===== src/rtl/vtbl_pkg.sv =====
package vtbl_pkg;
    typedef enum logic [1:0] {
        ST_IDLE  = 2'd0,
        ST_ISSUE = 2'd1,
        ST_DRAIN = 2'd2,
        ST_DONE  = 2'd3
    } vtbl_state_e;
endpackage


===== src/rtl/vtbl_fsm.sv =====
module vtbl_fsm
    import vtbl_pkg::*;
(
    input  logic clk,
    input  logic rst_n,
    input  logic start_i,
    input  logic last_issue_i,
    output logic accept_o,
    output logic issue_o,
    output logic busy_o,
    output logic done_o
);
    vtbl_state_e state_q, state_d;

    always_ff @(posedge clk or negedge rst_n) begin
        if (!rst_n) state_q <= ST_IDLE;
        else        state_q <= state_d;
    end

    always_comb begin
        state_d  = state_q;
        accept_o = 1'b0;
        issue_o  = 1'b0;
        busy_o   = 1'b0;
        done_o   = 1'b0;
        unique case (state_q)
            ST_IDLE: begin
                if (start_i) begin
                    accept_o = 1'b1;
                    state_d  = ST_ISSUE;
                end
            end
            ST_ISSUE: begin
                busy_o  = 1'b1;
                issue_o = 1'b1;
                if (last_issue_i) state_d = ST_DRAIN;
            end
            ST_DRAIN: begin
                busy_o  = 1'b1;
                state_d = ST_DONE;
            end
            ST_DONE: begin
                busy_o  = 1'b1;
                done_o  = 1'b1;
                state_d = ST_IDLE;
            end
            default: state_d = ST_IDLE;
        endcase
    end

    assert_done_pulse_R6: assert property (@(posedge clk) disable iff (!rst_n)
        done_o |=> !done_o);

    assert_issue_after_accept_R5: assert property (@(posedge clk) disable iff (!rst_n)
        accept_o |=> issue_o);
endmodule


===== src/rtl/vtbl_addr_gen.sv =====
module vtbl_addr_gen #(
    parameter int NREGS   = 32,
    parameter int MAX_TBL = 4
) (
    input  logic                         clk,
    input  logic                         rst_n,
    input  logic                         accept_i,
    input  logic                         issue_i,
    input  logic [$clog2(NREGS)-1:0]     base_i,
    input  logic [$clog2(MAX_TBL+1)-1:0] cnt_i,
    output logic                         rd_en_o,
    output logic [$clog2(NREGS)-1:0]     rd_addr_o,
    output logic                         last_issue_o,
    output logic                         ret_valid_o,
    output logic [$clog2(MAX_TBL)-1:0]   ret_k_o,
    output logic [$clog2(MAX_TBL+1)-1:0] cnt_o
);
    localparam int REG_W = $clog2(NREGS);
    localparam int CNT_W = $clog2(MAX_TBL + 1);
    localparam int K_W   = $clog2(MAX_TBL);

    logic [REG_W-1:0] base_q;
    logic [CNT_W-1:0] cnt_q;
    logic [K_W-1:0]   k_q;

    always_ff @(posedge clk or negedge rst_n) begin
        if (!rst_n) begin
            base_q      <= '0;
            cnt_q       <= CNT_W'(1);
            k_q         <= '0;
            ret_valid_o <= 1'b0;
            ret_k_o     <= '0;
        end else begin
            ret_valid_o <= issue_i;
            ret_k_o     <= k_q;
            if (accept_i) begin
                base_q <= base_i;
                cnt_q  <= cnt_i;
                k_q    <= '0;
            end else if (issue_i) begin
                k_q <= k_q + K_W'(1);
            end
        end
    end

    assign rd_en_o      = issue_i;
    assign rd_addr_o    = base_q + REG_W'(k_q);
    assign last_issue_o = ({{(CNT_W-K_W){1'b0}}, k_q} == (cnt_q - CNT_W'(1)));
    assign cnt_o        = cnt_q;

    // consecutive reads step by one register, wrapping at the file size
    assert_addr_step_R5: assert property (@(posedge clk) disable iff (!rst_n)
        (rd_en_o && $past(rd_en_o)) |-> (rd_addr_o == REG_W'($past(rd_addr_o) + REG_W'(1))));

    assert_cnt_legal_R8: assert property (@(posedge clk) disable iff (!rst_n)
        accept_i |-> (cnt_i != '0 && int'(cnt_i) <= MAX_TBL));
endmodule


===== src/rtl/vtbl_byte_merge.sv =====
module vtbl_byte_merge #(
    parameter int LANES     = 8,
    parameter int REG_BYTES = 16,
    parameter int MAX_TBL   = 4
) (
    input  logic                         clk,
    input  logic                         rst_n,
    input  logic                         load_i,
    input  logic [LANES*8-1:0]           idx_i,
    input  logic [LANES*8-1:0]           init_i,
    input  logic [$clog2(MAX_TBL+1)-1:0] cnt_i,
    input  logic                         ret_valid_i,
    input  logic [$clog2(MAX_TBL)-1:0]   ret_k_i,
    input  logic [REG_BYTES*8-1:0]       ret_data_i,
    output logic [LANES*8-1:0]           result_o
);
    localparam int BSEL_W = $clog2(REG_BYTES);

    logic [LANES*8-1:0] idx_q;
    logic [LANES*8-1:0] res_q;
    logic [LANES*8-1:0] res_d;
    logic [LANES-1:0]   in_range;

    always_ff @(posedge clk or negedge rst_n) begin
        if (!rst_n) begin
            idx_q <= '0;
            res_q <= '0;
        end else if (load_i) begin
            idx_q <= idx_i;
            res_q <= init_i;
        end else begin
            res_q <= res_d;
        end
    end

    for (genvar j = 0; j < LANES; j++) begin : g_lane
        logic [7:0]        lane_idx;
        logic [BSEL_W-1:0] bsel;
        logic              hit;

        assign lane_idx    = idx_q[8*j +: 8];
        assign bsel        = lane_idx[BSEL_W-1:0];
        assign in_range[j] = 32'(lane_idx) < (32'(cnt_i) * 32'(REG_BYTES));
        assign hit         = ret_valid_i && in_range[j] &&
                             (32'(lane_idx >> BSEL_W) == 32'(ret_k_i));
        assign res_d[8*j +: 8] = hit ? ret_data_i[{bsel, 3'b000} +: 8] : res_q[8*j +: 8];

        // a lane whose index is past the table never leaves its initial value
        assert_oor_hold_R3: assert property (@(posedge clk) disable iff (!rst_n)
            (!load_i && !in_range[j]) |=> $stable(res_q[8*j +: 8]));
    end

    assign result_o = res_q;
endmodule


===== src/rtl/vtbl_lookup.sv =====
module vtbl_lookup #(
    parameter int NREGS     = 32,
    parameter int REG_BYTES = 16,
    parameter int MAX_TBL   = 4,
    parameter int LANES     = 8
) (
    input  logic                         clk,
    input  logic                         rst_n,
    input  logic                         start_i,
    input  logic [LANES*8-1:0]           idx_i,
    input  logic [LANES*8-1:0]           init_i,
    input  logic [$clog2(NREGS)-1:0]     base_i,
    input  logic [$clog2(MAX_TBL+1)-1:0] cnt_i,
    output logic                         rd_en_o,
    output logic [$clog2(NREGS)-1:0]     rd_addr_o,
    input  logic [REG_BYTES*8-1:0]       rd_data_i,
    output logic                         busy_o,
    output logic                         done_o,
    output logic [LANES*8-1:0]           result_o
);
    localparam int CNT_W = $clog2(MAX_TBL + 1);
    localparam int K_W   = $clog2(MAX_TBL);

    logic             accept, issue, last_issue, ret_valid;
    logic [K_W-1:0]   ret_k;
    logic [CNT_W-1:0] cnt_q;

    vtbl_fsm u_fsm (
        .clk          (clk),
        .rst_n        (rst_n),
        .start_i      (start_i),
        .last_issue_i (last_issue),
        .accept_o     (accept),
        .issue_o      (issue),
        .busy_o       (busy_o),
        .done_o       (done_o)
    );

    vtbl_addr_gen #(.NREGS(NREGS), .MAX_TBL(MAX_TBL)) u_addr (
        .clk          (clk),
        .rst_n        (rst_n),
        .accept_i     (accept),
        .issue_i      (issue),
        .base_i       (base_i),
        .cnt_i        (cnt_i),
        .rd_en_o      (rd_en_o),
        .rd_addr_o    (rd_addr_o),
        .last_issue_o (last_issue),
        .ret_valid_o  (ret_valid),
        .ret_k_o      (ret_k),
        .cnt_o        (cnt_q)
    );

    vtbl_byte_merge #(.LANES(LANES), .REG_BYTES(REG_BYTES), .MAX_TBL(MAX_TBL)) u_merge (
        .clk          (clk),
        .rst_n        (rst_n),
        .load_i       (accept),
        .idx_i        (idx_i),
        .init_i       (init_i),
        .cnt_i        (cnt_q),
        .ret_valid_i  (ret_valid),
        .ret_k_i      (ret_k),
        .ret_data_i   (rd_data_i),
        .result_o     (result_o)
    );

    assert_done_after_data_R6: assert property (@(posedge clk) disable iff (!rst_n)
        done_o |-> ($past(ret_valid) && !ret_valid && !rd_en_o));

    assert_no_read_when_idle_R7: assert property (@(posedge clk) disable iff (!rst_n)
        !busy_o |-> !rd_en_o);

    assert_result_hold_R6: assert property (@(posedge clk) disable iff (!rst_n)
        (!busy_o && !start_i) |=> $stable(result_o));
endmodule


===== config.mk =====
export PLATFORM = sky130hd
export DESIGN_NAME = vtbl_lookup
export DESIGN_NICKNAME = d
export VERILOG_FILES = /design/src/rtl/vtbl_pkg.sv /design/src/rtl/vtbl_fsm.sv /design/src/rtl/vtbl_addr_gen.sv /design/src/rtl/vtbl_byte_merge.sv /design/src/rtl/vtbl_lookup.sv
export SDC_FILE = /design/constraint.sdc
export NUM_CORES = 1
export LEC_CHECK = 0
export BUFFER_PORTS_ARGS = -buffer_cell sky130_fd_sc_hd__buf_2
export CAP_MARGIN = 20
export CELL_PAD_IN_SITES_DETAIL_PLACEMENT = 0
export CELL_PAD_IN_SITES_GLOBAL_PLACEMENT = 1
export CORE_UTILIZATION = 25
export CTS_BUF_LIST = sky130_fd_sc_hd__clkbuf_8
export CTS_CLUSTER_DIAMETER = 60
export CTS_CLUSTER_SIZE = 24
export DETAILED_ROUTE_END_ITERATION = 10
export PLACE_DENSITY = 0.52
export SLEW_MARGIN = 10
export SYNTH_ARGS = -nofsm -noshare
export SYNTH_HDL_FRONTEND = slang
export SYNTH_SLANG_ARGS = --single-unit

===== constraint.sdc =====
create_clock -name clk -period 4.2 [get_ports clk]
set_input_delay 0.84 -clock clk [delete_from_list [all_inputs] [get_ports clk]]
set_output_delay 0.84 -clock clk [all_outputs]
set_load 0.05 [all_outputs]

==> parameters.txt <==
Parameter                              Value

Outcome
  Run status    finished, final reports clean

Final layout
  Most common library cell in the layout ignoring fill and taps    sky130_fd_sc_hd__mux2i_1
  Top library cells by usage in the layout, fill and taps aside    sky130_fd_sc_hd__mux2i_1, sky130_fd_sc_hd__buf_2, sky130_fd_sc_hd__a22oi_1
  Post-layout instance count excluding filler cells    about 2700
  Share of cells above drive strength 1    0.2625
  Area added between synthesis and finish    16.62%
  Number of nets in the final layout    roughly 2200

Worst setup path
  Crit Path Max Fanout    5
  Sort of element at the end of the critical path    output pin
  Startpoint type of the worst setup path    flip-flop
  Data required time at the worst endpoint    3.36 ns
  Worst Setup Path Type    flip-flop to output pin
  Data arrival time of the critical path    2.33 ns

STA
  Worst slew margin relative to its limit    0.2463
  Max-slew violation count    0
  Final cycle utilization of the critical path    0.7539
  Final total negative setup slack    0 ns
  Post-Route Skew    between 0.02 and 0.025 ns
  RSZ-0062 raised after global routing    false
  Final Hold Vio Count    0
  Final worst path period need    3.166 ns
  Final Hold Slack    0.2472 ns
  Slew @ Worst Pin    around 1.1 ns
  Final Setup Violations    0
  Achievable clock frequency    315.8 MHz

Power and ir drop
  Max IR drop VDD    0.2503 mV
  LEAKAGE    0.007399 uW
  Power per cell area    roughly 190 nW/um2

Yosys
  Mapped Cells    about 1700
  Async set-or-reset flop fraction in the synthesized netlist    1.000
  Number of warnings issued by yosys    0
  Number of flops mapped to enable cells by yosys    0
  Library cells used by synthesis    53
  Top cell type's share of synthesized area    0.2902
  Synthesized area divided by synthesized cell count    8.832 um2
  Number of flip-flops and latches in the synthesized netlist    143
  Cells taking the most area after synthesis    sky130_fd_sc_hd__mux2i_1, sky130_fd_sc_hd__dfrtp_1, sky130_fd_sc_hd__a22oi_1
  Dominant synthesized flop cell    sky130_fd_sc_hd__dfrtp_1
  Netlist Area Pre-Place    15380 um2
  Area leader, netlist    sky130_fd_sc_hd__mux2i_1
  Mapped Nets    2034
  Proportion of synthesized chip area in sequential cells    0.2327

Clock network
  Level count of the clock H-tree    4
  Root Buffer Master    sky130_fd_sc_hd__clkbuf_8
  Latest clock arrival within the worst-skew pair    0.59 ns
  Post-cts resize count    0
  Clk sink count    143
  Buffers inserted during post-CTS setup optimization    0
  Clock tree from TritonCTS    done
  Cts hold-fix bufs    0
  Clock-pin slew on the worst setup and hold paths    0.11 ns
  Maximum clock path buffer count    2
  Total clock buffers created by CTS    17

Floorplan
  Standard-cell row count    90
  Die footprint    around 63000 um2
  Core box area    between 60000 and 70000 um2
  Number of primary I/O pins    339
  Chip width    250.1 um
  Die H    around 250 um
  Initial standard-cell utilization of the core    0.2539

Worst hold path
  Path class of the lowest-slack min-delay path    input port to asynchronous set/reset pin

Job
  Number of max-capacitance violations reported    0

GRT
  Total track usage    0.2590
  Wire length of the first global-routing pass    116400 um
  Global route total overflow    0
  Via count of the first global-routing pass    15880
  Largest net degree at the start of global routing    66
  Antenna violations before repair    30

Detailed routing
  Detail Route Antenna Nets    0
  Drt total wl    81760 um
  Starting DRC count in detailed routing    1422
  Wire length per cell after detailed routing    29.77 um
  Number of remaining DRC errors    0
  Vias    15500
  Drt via density    5.645
  First-pass DRT Iterations    5

Place
  Routability cong.    0.9747
  Final HPWL from detailed placement    between 60000 and 70000 um
  Port-buffer cells    approximately 340
  Cells after DPL    roughly 2700
==> Yosys cell counts, types with 25 or more instances <==
cell type and number:
sky130_fd_sc_hd__mux2_2 61, sky130_fd_sc_hd__nor2b_1 25, sky130_fd_sc_hd__buf_2 62, sky130_fd_sc_hd__a22oi_1 224, sky130_fd_sc_hd__mux4_2 28, sky130_fd_sc_hd__nor2_1 68, sky130_fd_sc_hd__nor3_1 48, sky130_fd_sc_hd__a21oi_1 109
sky130_fd_sc_hd__nand2_1 217, sky130_fd_sc_hd__dfrtp_1 142, sky130_fd_sc_hd__mux2i_1 446, sky130_fd_sc_hd__clkbuf_1 103
==> metrics by stage <==
stage / setup slack, ns / power [uW] / utilization / cell area [um2]
finish: 1.034 / 3429 / 0.2962 / 17940
global route: 0.8739 / 3569 / 0.2960 / 17930
CTS: 1.013 / 3475 / 0.2956 / 17910
detailed placement: 1.308 / 2306 / 0.2898 / 17560
global placement: 1.339 / 2299 / 0.2898 / 17560
floorplan: 1.444 / 1846 / - / 15380
==> logic make-up (layout without fill, tap and decap cells) <==
| family | after synthesis | count (layout) | synth area share |
|---|---|---|---|
| adder cells (fa/ha/maj) | 25 | 25 | 0.02082 |
| AND/OR/NAND/NOR | 402 | 402 | 0.1145 |
| AO/OA/AOI/OAI | 397 | 397 | 0.1755 |
| buffers and inverters | 209 | 421 | 0.05872 |
| XOR/XNOR | 24 | 24 | 0.01366 |
| flip-flops | 143 | 143 | 0.2327 |
| multiplexers | 542 | 542 | 0.3841 |
| other | 0 | 10 | 0 |
==> report_power, final <==
group | internal (uW) | switching (uW)
logic | 276 | 581
registers | 1410 | 23.0
clock network | 438 | 705
total | 2120 | 1310
==> layer usage <==
| layer | wire [um] | vias to the layer above | track usage |
|---|---|---|---|
| met5 | 224 | - | 0 |
| met4 | 2880 | 34 | 0.09956 |
| met3 | 5430 | 167 | 0.05954 |
| met2 | 39030 | 669 | 0.4375 |
| met1 | 34190 | 7742 | 0.3184 |
| li1 | - | 6890 | - |
==> area by class of cell <==
type                       instances  area, um2
tap                              782      978.4
sequential                       143       3600
clock buffer                      19      261.5
clock inverter                    13      91.34
fill                            6600      42640
antenna                           10      25.02
multi-input combinational       1390      10920
inverter                          15      56.30
timing repair buffer             374       2006
==> flip-flops by register name, summed over array words and instances (netlist names) <==
name and flops:
u_addr.base_q 5, u_merge.result_o 64, u_addr.k_q 2, u_addr.ret_valid_o 1, u_addr.ret_k_o 2, u_fsm.state_q 2
u_merge.idx_q 64, u_addr.cnt_o 3
==> path summary, 6_finish.rpt <==
kind                                                from                               end  slack, ns  depth (start not counted)
max reg2reg                u_merge.idx_q[56]$_DFFE_PN0P_  u_merge.result_o[61]$_DFFE_PN0P_       1.41                          6
min reg2reg                    u_addr.k_q[1]$_DFFE_PN0P_       u_addr.ret_k_o[1]$_DFF_PN0_       0.47                          0
min                                                rst_n  u_merge.result_o[20]$_DFFE_PN0P_       0.25                          1
max                            u_addr.k_q[0]$_DFFE_PN0P_                      rd_addr_o[4]       1.03                          6
max in group asynchronous                          rst_n     u_merge.idx_q[60]$_DFFE_PN0P_       3.00                          2
min in group clk                                idx_i[0]      u_merge.idx_q[0]$_DFFE_PN0P_       0.44                          3
==> critical path, cell delays in order (launching register included) <==
cell and delay [ns]:
sky130_fd_sc_hd__dfrtp_1 0.46, sky130_fd_sc_hd__ha_1 0.21, sky130_fd_sc_hd__inv_1 0.06, sky130_fd_sc_hd__fa_1 0.41, sky130_fd_sc_hd__nor2_1 0.17, sky130_fd_sc_hd__xor2_1 0.17
sky130_fd_sc_hd__buf_2 0.28
(Power assumes the default switching activity.)
